$ cat config.mk
export PLATFORM = sky130hd
export DESIGN_NAME = keyed_wdog
export DESIGN_NICKNAME = d
export VERILOG_FILES = /design/src/rtl/kwd_pkg.sv /design/src/rtl/kwd_keyseq.sv /design/src/rtl/kwd_countdown.sv /design/src/rtl/kwd_pdown.sv /design/src/rtl/keyed_wdog.sv
export SDC_FILE = /design/constraint.sdc
export NUM_CORES = 1
export LEC_CHECK = 0
export BUFFER_PORTS_ARGS = -buffer_cell sky130_fd_sc_hd__buf_2
export CORE_ASPECT_RATIO = 1.1
export CORE_MARGIN = 3
export CORE_UTILIZATION = 46
export DETAILED_ROUTE_END_ITERATION = 8
export PLACE_DENSITY = 0.67
export SYNTH_ARGS = -nofsm -noshare
export SYNTH_HDL_FRONTEND = slang
export SYNTH_SLANG_ARGS = --single-unit
$ cat constraint.sdc
create_clock -name clk -period 2.65 [get_ports clk]
set_input_delay 0 -clock clk [delete_from_list [all_inputs] [get_ports clk]]
set_output_delay 0 -clock clk [all_outputs]
set_load 0.005 [all_outputs]
$ cat src/rtl/kwd_pkg.sv
package kwd_pkg;
  localparam logic [3:0]  A_CTRL = 4'h0;
  localparam logic [3:0]  A_SVC  = 4'h2;
  localparam logic [3:0]  A_CAUS = 4'h4;
  localparam logic [3:0]  A_INTR = 4'h6;
  localparam logic [3:0]  A_MISC = 4'h8;
  localparam logic [15:0] KEY_A  = 16'h5555;
  localparam logic [15:0] KEY_B  = 16'hAAAA;

  typedef enum logic { K_IDLE = 1'b0, K_ARMED = 1'b1 } key_st_e;

  // number of counted ticks for a timeout code
  function automatic logic [8:0] ticks_for(input logic [7:0] n);
    return {1'b0, n} + 9'd1;
  endfunction

  function automatic logic [15:0] pack_ctrl(input logic [7:0] n, input logic ext_b,
                                            input logic act, input logic en, input logic sus);
    return {n, 2'b00, ext_b, 1'b1, act, en, 1'b0, sus};
  endfunction
endpackage

$ cat src/rtl/kwd_keyseq.sv
module kwd_keyseq
  import kwd_pkg::*;
(
  input  logic        clk,
  input  logic        rst_n,
  input  logic        svc_wr,
  input  logic [15:0] svc_data,
  output logic        reload
);
  key_st_e st;

  assign reload = svc_wr && (st == K_ARMED) && (svc_data == KEY_B);

  always_ff @(posedge clk or negedge rst_n) begin
    if (!rst_n) st <= K_IDLE;
    else if (svc_wr) st <= (svc_data == KEY_A) ? K_ARMED : K_IDLE;
  end

  // a completed key always returns the sequence to idle
  p_key_idle_r5: assert property (@(posedge clk) disable iff (!rst_n)
    reload |=> st == K_IDLE);
endmodule

$ cat src/rtl/kwd_countdown.sv
module kwd_countdown #(
  parameter int CW = 9,
  parameter int LW = 8
) (
  input  logic          clk,
  input  logic          rst_n,
  input  logic          run,
  input  logic          step,
  input  logic          load,
  input  logic [CW-1:0] load_val,
  input  logic [LW-1:0] lead,
  output logic          expire,
  output logic          pre_hit
);
  logic [CW-1:0] cnt;
  logic [CW-1:0] nxt;

  assign nxt     = cnt - CW'(1);
  assign expire  = run && step && !load && (cnt == CW'(1));
  assign pre_hit = run && step && !load && (lead != '0) && (nxt == CW'(lead));

  always_ff @(posedge clk or negedge rst_n) begin
    if (!rst_n)               cnt <= '0;
    else if (load || expire)  cnt <= load_val;
    else if (run && step)     cnt <= nxt;
  end

  // a load places exactly the requested tick count
  p_load_r2: assert property (@(posedge clk) disable iff (!rst_n)
    load |=> cnt == $past(load_val));
  // a running counter never sits at zero
  p_no_zero_r2: assert property (@(posedge clk) disable iff (!rst_n)
    (run && $past(run)) |-> cnt != '0);
endmodule

$ cat src/rtl/kwd_pdown.sv
module kwd_pdown #(
  parameter int PD_TICKS = 16
) (
  input  logic clk,
  input  logic rst_n,
  input  logic active,
  input  logic tick,
  output logic pulse
);
  localparam int PW = (PD_TICKS > 1) ? $clog2(PD_TICKS) : 1;
  logic [PW-1:0] cnt;
  logic          done;
  logic          fire;

  assign fire = active && !done && tick && (cnt == PW'(PD_TICKS - 1));

  always_ff @(posedge clk or negedge rst_n) begin
    if (!rst_n) begin
      cnt <= '0; done <= 1'b0; pulse <= 1'b0;
    end else begin
      pulse <= fire;
      if (fire) done <= 1'b1;
      else if (active && !done && tick) cnt <= cnt + PW'(1);
    end
  end

  // the power-down pulse lasts one cycle
  p_pd_once_r11: assert property (@(posedge clk) disable iff (!rst_n)
    pulse |=> !pulse);
endmodule

$ cat src/rtl/keyed_wdog.sv
module keyed_wdog
  import kwd_pkg::*;
#(
  parameter int PD_TICKS = 16
) (
  input  logic        clk,
  input  logic        rst_n,
  input  logic        por_n,
  input  logic        tick_i,
  input  logic        lowpwr_i,
  input  logic        bus_we_i,
  input  logic [3:0]  bus_addr_i,
  input  logic [15:0] bus_wdata_i,
  output logic [15:0] bus_rdata_o,
  output logic        chip_rst_o,
  output logic        ext_rst_n_o,
  output logic        irq_o
);
  localparam int CW = 9;
  localparam int LW = 8;

  logic [7:0]    tmo_n;
  logic          ext_bit, act_ext, wd_en, sus_en, sus_lock;
  logic          irq_en, irq_st, pd_en;
  logic [LW-1:0] irq_lead;
  logic          ext_latch, chip_q, cause_tout;

  logic ctrl_wr, svc_wr, intr_wr, misc_wr;
  logic start_evt, swrst_evt, reload_evt, expire_evt, pre_evt, pd_pulse;
  logic step;
  logic [CW-1:0] load_val;

  assign ctrl_wr   = bus_we_i && (bus_addr_i == A_CTRL);
  assign svc_wr    = bus_we_i && (bus_addr_i == A_SVC);
  assign intr_wr   = bus_we_i && (bus_addr_i == A_INTR);
  assign misc_wr   = bus_we_i && (bus_addr_i == A_MISC);
  assign start_evt = ctrl_wr && bus_wdata_i[2] && !wd_en;
  assign swrst_evt = ctrl_wr && !bus_wdata_i[4];
  assign step      = tick_i && !(sus_en && lowpwr_i);
  assign load_val  = start_evt ? ticks_for(bus_wdata_i[15:8]) : ticks_for(tmo_n);

  kwd_keyseq u_key (
    .clk(clk), .rst_n(rst_n), .svc_wr(svc_wr), .svc_data(bus_wdata_i), .reload(reload_evt)
  );

  kwd_countdown #(.CW(CW), .LW(LW)) u_cnt (
    .clk(clk), .rst_n(rst_n), .run(wd_en), .step(step),
    .load(start_evt || (reload_evt && wd_en)), .load_val(load_val),
    .lead(irq_lead), .expire(expire_evt), .pre_hit(pre_evt)
  );

  kwd_pdown #(.PD_TICKS(PD_TICKS)) u_pd (
    .clk(clk), .rst_n(rst_n), .active(pd_en), .tick(tick_i), .pulse(pd_pulse)
  );

  always_ff @(posedge clk or negedge rst_n) begin
    if (!rst_n) begin
      tmo_n <= '0; ext_bit <= 1'b1; act_ext <= 1'b0; wd_en <= 1'b0;
      sus_en <= 1'b0; sus_lock <= 1'b0;
      irq_en <= 1'b0; irq_st <= 1'b0; irq_lead <= LW'(4); pd_en <= 1'b1;
      ext_latch <= 1'b0; chip_q <= 1'b0;
    end else begin
      if (ctrl_wr) begin
        tmo_n   <= bus_wdata_i[15:8];
        ext_bit <= bus_wdata_i[5];
        act_ext <= bus_wdata_i[3];
        wd_en   <= wd_en | bus_wdata_i[2];
        if (!sus_lock) begin
          sus_en   <= bus_wdata_i[0];
          sus_lock <= 1'b1;
        end
      end
      if (intr_wr) begin
        irq_en   <= bus_wdata_i[15];
        irq_lead <= bus_wdata_i[LW-1:0];
      end
      if (pre_evt && irq_en)              irq_st <= 1'b1;
      else if (intr_wr && bus_wdata_i[14]) irq_st <= 1'b0;
      if (misc_wr && !bus_wdata_i[0]) pd_en <= 1'b0;
      if (expire_evt && act_ext) ext_latch <= 1'b1;
      chip_q <= (expire_evt && !act_ext) || swrst_evt;
    end
  end

  always_ff @(posedge clk or negedge por_n) begin
    if (!por_n)          cause_tout <= 1'b0;
    else if (expire_evt) cause_tout <= 1'b1;
    else if (swrst_evt)  cause_tout <= 1'b0;
  end

  always_comb begin
    unique case (bus_addr_i)
      A_CTRL:  bus_rdata_o = pack_ctrl(tmo_n, ext_bit, act_ext, wd_en, sus_en);
      A_CAUS:  bus_rdata_o = {14'b0, cause_tout, 1'b0};
      A_INTR:  bus_rdata_o = {irq_en, irq_st, 6'b0, irq_lead};
      A_MISC:  bus_rdata_o = {15'b0, pd_en};
      default: bus_rdata_o = '0;
    endcase
  end

  assign chip_rst_o  = chip_q;
  assign ext_rst_n_o = ext_bit && !ext_latch && !pd_pulse;
  assign irq_o       = irq_en && irq_st;

  // enable never falls once set
  p_en_sticky_r3: assert property (@(posedge clk) disable iff (!rst_n)
    $past(wd_en) |-> wd_en);
  // suspend bit frozen after the first control write
  p_sus_once_r4: assert property (@(posedge clk) disable iff (!rst_n)
    sus_lock |=> $stable(sus_en));
  // internal action expiry yields chip reset pulse
  p_int_act_r6: assert property (@(posedge clk) disable iff (!rst_n)
    (expire_evt && !act_ext) |=> chip_rst_o);
  // external action expiry holds the pin low
  p_ext_act_r6: assert property (@(posedge clk) disable iff (!rst_n)
    (expire_evt && act_ext) |=> !ext_rst_n_o);
  // software reset request reaches the output
  p_swrst_r7: assert property (@(posedge clk) disable iff (!rst_n)
    swrst_evt |=> chip_rst_o);
  // pre-timeout with interrupt enabled raises irq
  p_pre_irq_r10: assert property (@(posedge clk) disable iff (!rst_n)
    (pre_evt && irq_en && !intr_wr) |=> irq_o);
endmodule

==> summary.md <==
| Metric | Value |
|---|---|
| DR pass1 iterations | `4` |
| Setup CP Type | `flop to flop` |
| Compound-Gate Fraction of Synth Area | `0.129` |
| Post-CTS resize count | `0` |
| XOR/XNOR Fraction of Synth Area | `0.0784` |
| Starting Density | `0.478` |
| Hold_sp | `bus_wdata_i[12]` |
| Clock Latency Late Sink | `310 ps` |
| Period minus WS final | `2150 ps` |
| Final Instance Count excl. Fillers | `410` |
| Top cells by area, synth | `dfrtp_1 (36%), mux2_2 (8.5%), xnor2_1 (4.7%)` |
| Actual slew at the worst max-slew pin | `958 ps` |
| TritonCTS clock tree | `built` |
| Total global-route track usage | `0.215` |
| # H-tree levels | `2` |
| TNS Setup | `0 ps` |
| Most frequent cells in the layout | `buf_2 (44), dfrtp_1 (40), nand2_1 (25), mux2_2 (21), xnor2_1 (15)` |
| DIE HEIGHT | `87.7 um` |
| Postcts setup bufs | `0` |
| Post-Route WL | `7100 um` |
| DP Wirelength | `5270 um` |
| Outcome | `finished, final reports clean` |
| Power per cell area | `741 nW/um^2` |
| Critical-path top delay cell | `or3b_2` |
| Syn-to-layout area delta | `18.3%` |
| Fmax | `466 MHz` |
| Biggest area consumer among synthesized cells | `dfrtp_1` |
| Crit path launch | `u_cnt.cnt[0]$_DFFE_PN0P_` |
| Crit path launch type | `flop` |
| Met1 WL | `3210 um` |
| Fin nets | `362` |
| Global-route wire length before repair | `11700 um` |
| Final setup vio count | `0` |
| GPL Wtd Cong | `0.870` |
| Die width | `80.3 um` |
| Vias per cell | `5.90` |
| Total number of vias | `2420` |
| WL met2 | `3260 um` |
| Ys flop type | `dfrtp_1` |
| Final WS setup | `504 ps` |
| Largest net degree at the start of global routing | `43` |
| Ant. Diodes | `0` |
| Rel. slew slack | `0.362` |
| Drt drc | `0` |
| RSZ-0062 raised after global routing | `false` |
| Worst Path Required | `2850 ps` |
| Fin crit share | `0.810` |
| Gr ovfl total | `0` |
| Sink Count | `43` |
| Detailed Route Iter0 Violations | `174` |
| Layout Skew | `10.3 ps` |
| Share of cells above drive strength 1 | `0.294` |
| Max Slew Vio Count | `0` |
| Hold Crit Class | `input pin to flop` |
| Most common cell after layout, fill and taps aside | `buf_2` |
| Clk buf depth | `2` |
| CP Data Arrival Time | `2350 ps` |
| Reg2reg start | `u_cnt.cnt[0]$_DFFE_PN0P_` |
| Io pins | `45` |
| Hold Violations, Final | `0` |
| Vias in the first global route | `2325` |
| Crit-path cells | `inv_1 -> ha_1 -> or3b_2 -> xnor2_1 -> nor3_1 -> a21oi_1 -> o41ai_1` |
| Post-DRT Antenna Nets | `0` |
| CTS Buf Count | `5` |
| Synthesized area per cell | `10.2 um^2` |
| FP Rows | `29` |
| Asr flop ratio synth | `1.00` |
| Post-synth top area share | `0.358` |
| FF+latch count, synth | `43` |
| Max_cap viols | `0` |
| Initial antenna violation count | `0` |
| CTS root buf | `clkbuf_8` |
| Syn_nets | `305` |
| Leak Pwr | `1.45 nW` |
| Post-Synth Simple-Gate Area | `0.260` |
| Worst path max stage delay | `510 ps` |
| Mapped cell area | `2790 um^2` |
| Hold buffer count at cts | `12` |
| Hold Path Stages | `2` |
| Area of the core | `5840 um^2` |
| Avg WL per Cell | `17.3 um` |
| Worst r2r dst | `irq_st$_DFFE_PN0P_` |
| Cells after DPL | `390` |
| Main combinational cell family by area after synthesis | `simple AND/OR/NAND/NOR gates` |
| Fillers | `544` |
| EDFF count, synth | `0` |
| Number of synthesis warnings | `0` |
| Seq/Total Area, Yosys | `0.386` |
| Die ar. | `7050 um^2` |
| Worst-path clk slew | `90 ps` |
| Routed wl met3 | `468 um` |
| Port bufs | `44` |
| Peak VDD IR | `0.000376 V` |
| Netlist cell types | `62` |
| Top sig layer | `met4` |
| Post-Syn Instances | `275` |
| Adder-Cell Fraction of Synth Area | `0.0179` |
| Worst reg2reg setup slack | `500 ps` |
| Pre-CTS setup slack | `507 ps` |
| Crit-path max FO | `6` |
| Worst Hold End | `tmo_n[4]$_DFFE_PN0N_` |
| Mux cell area share after synthesis | `0.0954` |
| Worst Setup End Kind | `flop` |
| Reg2Reg Depth | `7` |
synth_stat cells (2+ instances only):
cell type / instances
a21oi_1: 8
a22o_1: 7
a22oi_1: 2
a2bb2oi_1: 3
a31oi_1: 4
and2_1: 11
and3_1: 2
and4_1: 2
and4bb_2: 3
buf_2: 3
buf_6: 4
clkbuf_1: 3
dfrtp_1: 40
dfstp_2: 3
ha_1: 4
inv_1: 5
mux2_2: 21
mux2i_1: 3
nand2_1: 25
nand2b_1: 3
nand3_1: 14
nand4_1: 4
nor2_1: 9
nor2_4: 2
nor2b_1: 2
nor3_1: 5
nor3b_1: 3
nor4_1: 5
nor4b_1: 4
o211ai_1: 3
o21ai_0: 9
o22ai_1: 3
o31ai_1: 2
or2_2: 2
or4_4: 2
xnor2_1: 15
xor2_1: 10
metal layers:
metal	vias up	track usage
met4	0	0.0737
met3	15	0.0442
met2	100	0.338
li1	1145	-
met1	1160	0.297
met5	-	0
registers in the layout, indices dropped and copies added, names as in the netlist, 4 cells and up:
| signal | cells |
|---|---|
| irq_lead | 8 |
| tmo_n | 8 |
| u_cnt.cnt | 9 |
| u_pd.cnt | 4 |
worst max path at each step:
stage	end	slack, ps	depth (start not counted)
finish	irq_st$_DFFE_PN0P_	500	7
global route	irq_st$_DFFE_PN0P_	380	7
CTS	irq_st$_DFFE_PN0P_	490	7
detailed placement	irq_st$_DFFE_PN0P_	510	7
global placement	irq_st$_DFFE_PN0P_	610	7
floorplan	irq_st$_DFFE_PN0P_	690	7
cell families after synthesis:
group                      Yosys count
xor gates and xnor gates            25
AOI/OAI and AO/OA                   51
muxes                               24
buffers and inverters               15
and+or+nand+nor                    113
DFF                                 43
adders and majority gates            4
worst max-delay path: cells and delay by family, from the launching register on:
| family | cells | cell delay [ps] |
|---|---|---|
| adder cells (fa/ha/maj) | 1 | 220 |
| flip-flops | 1 | 480 |
| AND/OR/NAND/NOR | 2 | 690 |
| AO/OA/AOI/OAI | 2 | 400 |
| buffers and inverters | 1 | 90 |
| XOR/XNOR | 1 | 160 |
where the power goes:
group          internal [mW]  total, mW  switching [mW]
Sequential             0.850       1.12           0.273
Combinational          0.427      0.784           0.357
Clock                  0.286      0.543           0.257
layout make-up:
type                    instances  area (um^2)  area share
repair buffers                 60          370       0.112
multi-input cells             217         1620       0.491
well taps                      77         96.3      0.0291
clock inverters                 3         47.5      0.0144
clock buffers                   5         68.8      0.0208
flip-flops and latches         43         1080       0.327
inverters                       5         18.8     0.00568
metrics by stage:
step                 util  hold slack (ps)  instance area [um^2]  total power, mW
global route        0.566             32.1                  3310             2.60
finish              0.566             20.3                  3310             2.45
CTS                 0.566             15.2                  3310             2.45
detailed placement  0.525             -224                  3070             1.89
floorplan               -             -296                  2790             1.69
global placement    0.525             -221                  3070             1.87
Note: power is estimated with default switching activity, not from simulation.
